## config.mk

```make
export PLATFORM = sky130hd
export DESIGN_NAME = upset_localizer
export DESIGN_NICKNAME = d
export VERILOG_FILES = /design/src/rtl/upset_localizer.sv
export SDC_FILE = /design/constraint.sdc
export NUM_CORES = 1
export LEC_CHECK = 0
export BUFFER_PORTS_ARGS = -buffer_cell sky130_fd_sc_hd__buf_2
export CORE_MARGIN = 4
export CORE_UTILIZATION = 46
export CTS_BUF_LIST = sky130_fd_sc_hd__clkbuf_16
export DETAILED_ROUTE_END_ITERATION = 10
export PLACE_DENSITY = 0.9
export SLEW_MARGIN = 20
export SYNTH_ARGS = -nofsm -noshare
export SYNTH_HDL_FRONTEND = slang
export SYNTH_SLANG_ARGS = --single-unit
export TNS_END_PERCENT = 50
```

## constraint.sdc

```tcl
create_clock -name clk -period 3.2 [get_ports clk]
set_clock_uncertainty 0.2 [all_clocks]
set_input_delay 0.16 -clock clk [delete_from_list [all_inputs] [get_ports clk]]
set_output_delay 0.16 -clock clk [all_outputs]
set_load 0.005 [all_outputs]
```

## src/rtl/upset_localizer.sv

```systemverilog
module upset_localizer #(
  parameter int NREG  = 8,
  parameter int WIDTH = 16
) (
  input  logic                  clk,
  input  logic                  rst_n,
  input  logic [NREG*WIDTH-1:0] reg_data,
  input  logic                  gate_req,
  input  logic                  wake,
  output logic                  gate_ack,
  output logic                  check_done,
  output logic                  error,
  output logic                  multi_error,
  output logic                  loc_valid,
  output logic [((NREG>1)?$clog2(NREG):1)-1:0] location
);
  localparam int CW = $clog2(NREG + 1);
  localparam int LW = (NREG > 1) ? $clog2(NREG) : 1;

  function automatic logic [NREG-1:0] weight_mask(input int b);
    logic [NREG-1:0] m;
    for (int i = 0; i < NREG; i++) m[i] = ((i + 1) >> b) & 1;
    return m;
  endfunction

  logic [NREG-1:0] par_now, par_snap, diff;
  logic [CW-1:0]   chk_now, chk_snap, syn;
  logic            any_hit, one_hit;

  for (genvar i = 0; i < NREG; i++) begin : g_par
    assign par_now[i] = ^reg_data[i*WIDTH +: WIDTH];
  end

  for (genvar b = 0; b < CW; b++) begin : g_chk
    assign chk_now[b] = ^(par_now & weight_mask(b));
  end

  assign diff    = par_now ^ par_snap;
  assign syn     = chk_now ^ chk_snap;
  assign any_hit = |diff;
  assign one_hit = any_hit && ((diff & (diff - 1'b1)) == '0);

  always_ff @(posedge clk or negedge rst_n) begin
    if (!rst_n) begin
      gate_ack    <= 1'b0;
      par_snap    <= '0;
      chk_snap    <= '0;
      check_done  <= 1'b0;
      error       <= 1'b0;
      multi_error <= 1'b0;
      loc_valid   <= 1'b0;
      location    <= '0;
    end else begin
      check_done <= 1'b0;
      if (!gate_ack) begin
        if (gate_req) begin
          par_snap <= par_now;
          chk_snap <= chk_now;
          gate_ack <= 1'b1;
        end
      end else if (wake) begin
        gate_ack    <= 1'b0;
        check_done  <= 1'b1;
        error       <= any_hit;
        multi_error <= any_hit && !one_hit;
        loc_valid   <= one_hit;
        location    <= one_hit ? LW'(syn - 1'b1) : '0;
      end
    end
  end

  assert_ack_follows_req_R2: assert property (@(posedge clk) disable iff (!rst_n)
    (!gate_ack && gate_req) |=> gate_ack);

  assert_done_single_pulse_R3: assert property (@(posedge clk) disable iff (!rst_n)
    check_done |=> !check_done);

  assert_done_drops_ack_R3: assert property (@(posedge clk) disable iff (!rst_n)
    (gate_ack && wake) |=> (check_done && !gate_ack));

  assert_multi_hides_loc_R6: assert property (@(posedge clk) disable iff (!rst_n)
    multi_error |-> (!loc_valid && location == '0));

  assert_loc_in_range_R5: assert property (@(posedge clk) disable iff (!rst_n)
    loc_valid |-> (error && int'(location) < NREG));

  assert_results_hold_R9: assert property (@(posedge clk) disable iff (!rst_n)
    !check_done |-> ($stable(error) && $stable(multi_error) && $stable(loc_valid)
                     && $stable(location)));
endmodule

```

After elaboration in Yosys (flattened, before gate mapping)
Cells that the tools add are included.
- logic and storage cells: 38
- bits of input ports: 132
- bits in registers: 19
- reduce and logical (&&, ||, !) cells: 18
- $add $sub $neg: 2
- muxes and demuxes: 6
- bitwise logic cells: 4
- operators by type and width (kind ; number):
    16-bit XOR reduction ; 8
    8-bit XOR reduction ; 3
    8-bit AND ; 1
    8-bit logical NOT ; 1
    8-bit OR reduction ; 1
    8-bit by 1-bit subtractor with 8-bit output (second input constant) ; 1
    8-bit bitwise XOR ; 1
    1-bit two-way mux ; 5
    2-bit AND reduction ; 2
    3-bit two-way mux ; 1
    3-bit by 1-bit subtractor with 3-bit output (second input constant) ; 1
    3-bit bitwise XOR ; 1
    1-bit logical AND ; 2
    1-bit logical NOT ; 1
    1-bit inverter ; 1

Longest topological paths before layout
- depth after elaboration: 8
- mapped depth: 12

Worst setup path before layout
Ideal clock, no wire load.
- path type: input-to-reg
- from: input reg_data[43]
- to: register location[2] in the netlist's numbering
- setup slack: 827 ps
- setup time: 95 ps
- data arrival time: 2078 ps
- stages: 12
- path through: xor2_1 -> xnor2_1 -> xnor2_1 -> xnor2_1 -> xnor2_1 -> xnor2_2 -> xnor2_1 -> inv_1 -> ha_1 -> xor2_1 -> xnor2_1 -> o31ai_1
- word-level cells in the longest chain between the ends: 7
- ends and longest elaborated chain (element ; RTL line ; RTL):
    from (decl) ; 7 ; input logic [NREG*WIDTH-1:0] reg_data,
    16-bit XOR reduction * ; 31 ; assign par_now[i] = ^reg_data[i*WIDTH +: WIDTH];
    8-bit bitwise XOR ; 38 ; assign diff = par_now ^ par_snap;
    8-bit by 1-bit subtractor with 8-bit output ; 41 ; assign one_hit = any_hit && ((diff & (diff - 1'b1)) == '0);
    8-bit AND ; 41 ;
    8-bit logical NOT ; 41 ;
    1-bit logical AND ; 41 ;
    3-bit two-way mux * ; 67 ; location <= one_hit ? LW'(syn - 1'b1) : '0;
    to (signal assigned) ; 67 ;
    to (decl) ; 15 ; output logic [((NREG>1)?$clog2(NREG):1)-1:0] location
Mark *: on every way between the ends. The rest lies on a longest branch, timed or not.
A chain may end at the register's enable or synchronous reset.

Worst setup path in the final report
Same ends and word-level chain as after synthesis.

==> impl_results.md <==
* Reg power frac at 0.164
* FF/Latch Area at 475 um2
* Post-CTS setup buffers at 0
* Largest net degree at the start of global routing at 22
* Row count at 24
* Final Hold Vio Count at 0
* CP arrival at 2.36 ns
* Gate power share at 0.729
* Syn_area_per_cell at 10.0 um2
* Clock sinks at 19
* Port Buffers at 139
* Vias in the first global route at 2001
* Worst Tran Pin Value at 0.616 ns
* Setup CP Type: in -> reg
* Part of the cycle the worst path needs at 0.751
* Mapped cell area at 2130 um2
* Design area at approximately 3000 um2
* Core area at 4410 um2
* Final setup fails at 0
* Dpl cells at 401
* CTS root buf: clkbuf_16
* Pre-CTS WS at 0.496 ns
* 1st-iter DRT viols at 29
* RR Endpoint: multi_error
* Hold Slack at 0.185 ns
* Die X at 76.0 um
* Syn_nets at 345
* Area after DPL at 2880 um2
* # nets final at approximately 500
* Routed vias at ~1900
* Avg WL per Cell at about 11 um
* Post-CTS Hold Buffers at 2
* Crit end category: flip-flop
* Clock slew at reported path FFs at ~0.050 ns
* Final cell utilization of the core at 0.676
* TritonRoute pass-1 iters at 4
* Synth unique cells at 23
* GPL Wtd Cong at 0.741
* Ys async rst share at 1.00
* Syn. warnings at 0
* Initial antenna violation count at 0
* Internal power at ~1.4 mW
* Antenna Violating Nets Remaining at 0
* Worst VDD drop at roughly 450 uV
* Pwr Total at 2.42 mW
* First-pass GRT wire length at 7670 um
* GRT Total Usage at 0.154
* Worst R2R Setup Slack at 1.30 ns
* Drt total wl at 4660 um
* Fmax at 416 MHz
* # fillers at 352
* Worst setup path startpoint: reg_data[43]
* Starting Density at 0.482
* Worst Setup Start Kind: primary input
* Seq/Total Area, Yosys at 0.223
* Worst Reg2Reg Path Length in Cells at 5
* Post-synth EDFFs at 0
* Main synth FF type: dfrtp_1
* TNS Setup at 0 ns
* Flops & latches, synth at 19
* Unrepaired setup endpoints after global routing: no
* Setup ws final at 0.795 ns
* Max transition margin at 0.588
* Hold/Removal Path Class: in -> async
* GRT overflow at 0
* Sw Share at 0.402
* Crit path to: location[2]
* Area taken by multi-input logic gates at approximately 1600 um2
* Commonest cells in the netlist: xnor2_1 (110), dfrtp_1 (19), xor2_1 (18)
* Period minus WS final at approximately 2.4 ns
* Area delta synth->final at 40.1%
* H-tree depth at 1
* Worst endpoint required time at roughly 3.2 ns
* Ant. Diodes at 0
* Syn Inst Count at between 200 and 250
* Clk_lat worst skew at 0.25 ns
* Most numerous cell in the Yosys netlist: xnor2_1
* Routed vias/inst at 4.64
* Net switching power figure at 0.973 mW
* Die ar. at about 5800 um2
* Pleak at 1.41 nW
* Clk network pwr share at 0.107
* Ratio of cells with drive above 1 in the final layout at 0.428
* Worst r2r src: par_snap[2]
* Finished Layout Cells at 407
* Power density cells at 812 nW/um2
* CTS buffer count at 3
* Drt drc at 0
* Detailed Place HPWL at 4300 um
* Top area cells in the synthesized netlist: xnor2_1 (45%), dfrtp_1 (22%), xnor3_1 (7.4%)
* Status: finished, final reports clean
* Slew Limit Fails at 0
* Clk buf depth at 2
* CTS tree: yes
* Area leader, netlist: xnor2_1
* CTS-repair resized insts at 0
* Die Span Y at 76.0 um
* IO Pins at 140
* Top-area cell type share of the netlist area at 0.452
* Critical-path maximum fanout at 3
* Max Cap Viol at 0
-- how the worst min path moves through the flow --
| stage | end | depth (start not counted) | slack [ns] |
|---|---|---|---|
| finish | multi_error | 2 | 0.19 |
| global route | loc_valid | 2 | 0.24 |
| CTS | loc_valid | 2 | 0.18 |
| detailed placement | multi_error | 1 | -0.08 |
| global placement | error | 1 | -0.09 |
| floorplan | check_done | 0 | -0.34 |
-- logic make-up after synthesis --
logic type | count (synthesis) | synth area share
compound gates | 23 | 0.0664
xor+xnor | 140 | 0.639
fa+ha+maj | 1 | 0.00587
buf+inv | 5 | 0.00881
flops | 19 | 0.223
mux | 2 | 0.0106
simple gates | 22 | 0.0464
-- registers in the layout (all words and copies together) (netlist names) --
| register | cells |
|---|---|
| check_done | 1 |
| chk_snap | 3 |
| error | 1 |
| gate_ack | 1 |
| loc_valid | 1 |
| location | 3 |
| multi_error | 1 |
| par_snap | 8 |
-- cells in the final DEF, fill, tap and decap left out --
cell type,instances
xnor2_1,110
mux2_1,2
nand3_1,1
xor2_1,18
o31ai_1,3
clkbuf_16,3
xnor2_2,5
dfrtp_1,19
a22o_1,1
buf_2,139
o21ai_2,2
dlygate4sd3_1,2
o21ai_0,10
o21ai_1,1
o21a_1,1
o211ai_1,2
nor3_1,1
nor2_1,1
inv_1,3
clkinv_2,1
nand4_2,1
or2_4,1
a21oi_1,3
nand2_1,17
ha_1,1
xnor3_1,7
-- layout make-up --
type | count | area share
clock buffer | 3 | 0.0252
clock inverter | 1 | 0.00168
inverter | 3 | 0.00378
multi-input combinational | 188 | 0.548
sequential | 19 | 0.159
tap | 52 | 0.0218
timing repair buffer | 141 | 0.240
-- critical path, cell delays in order --
cell and delay (ns):
buf_2 0.10, xor2_1 0.16, xnor2_1 0.14, xnor2_1 0.31, xnor2_1 0.19, xnor2_1 0.26, xnor2_2 0.15, xnor2_1 0.16
inv_1 0.06, ha_1 0.18, xor2_1 0.15, xnor2_1 0.13, o31ai_1 0.20
-- power by group through the flow --
stage	Clock (mW)	Sequential (mW)	Combinational, mW
2_1_floorplan	0	0.391	1.43
3_3_place_gp	0	0.395	1.71
3_5_place_dp	0	0.400	1.78
4_1_cts	0.262	0.398	1.79
5_1_grt	0.271	0.409	1.94
6_report	0.259	0.397	1.77
-- routing by layer --
metal  wire (um)  GRT usage
met5           0          0
met4          60     0.0409
met2        2670      0.311
met3         354     0.0307
met1        1580      0.154
(Power assumes the default switching activity.)
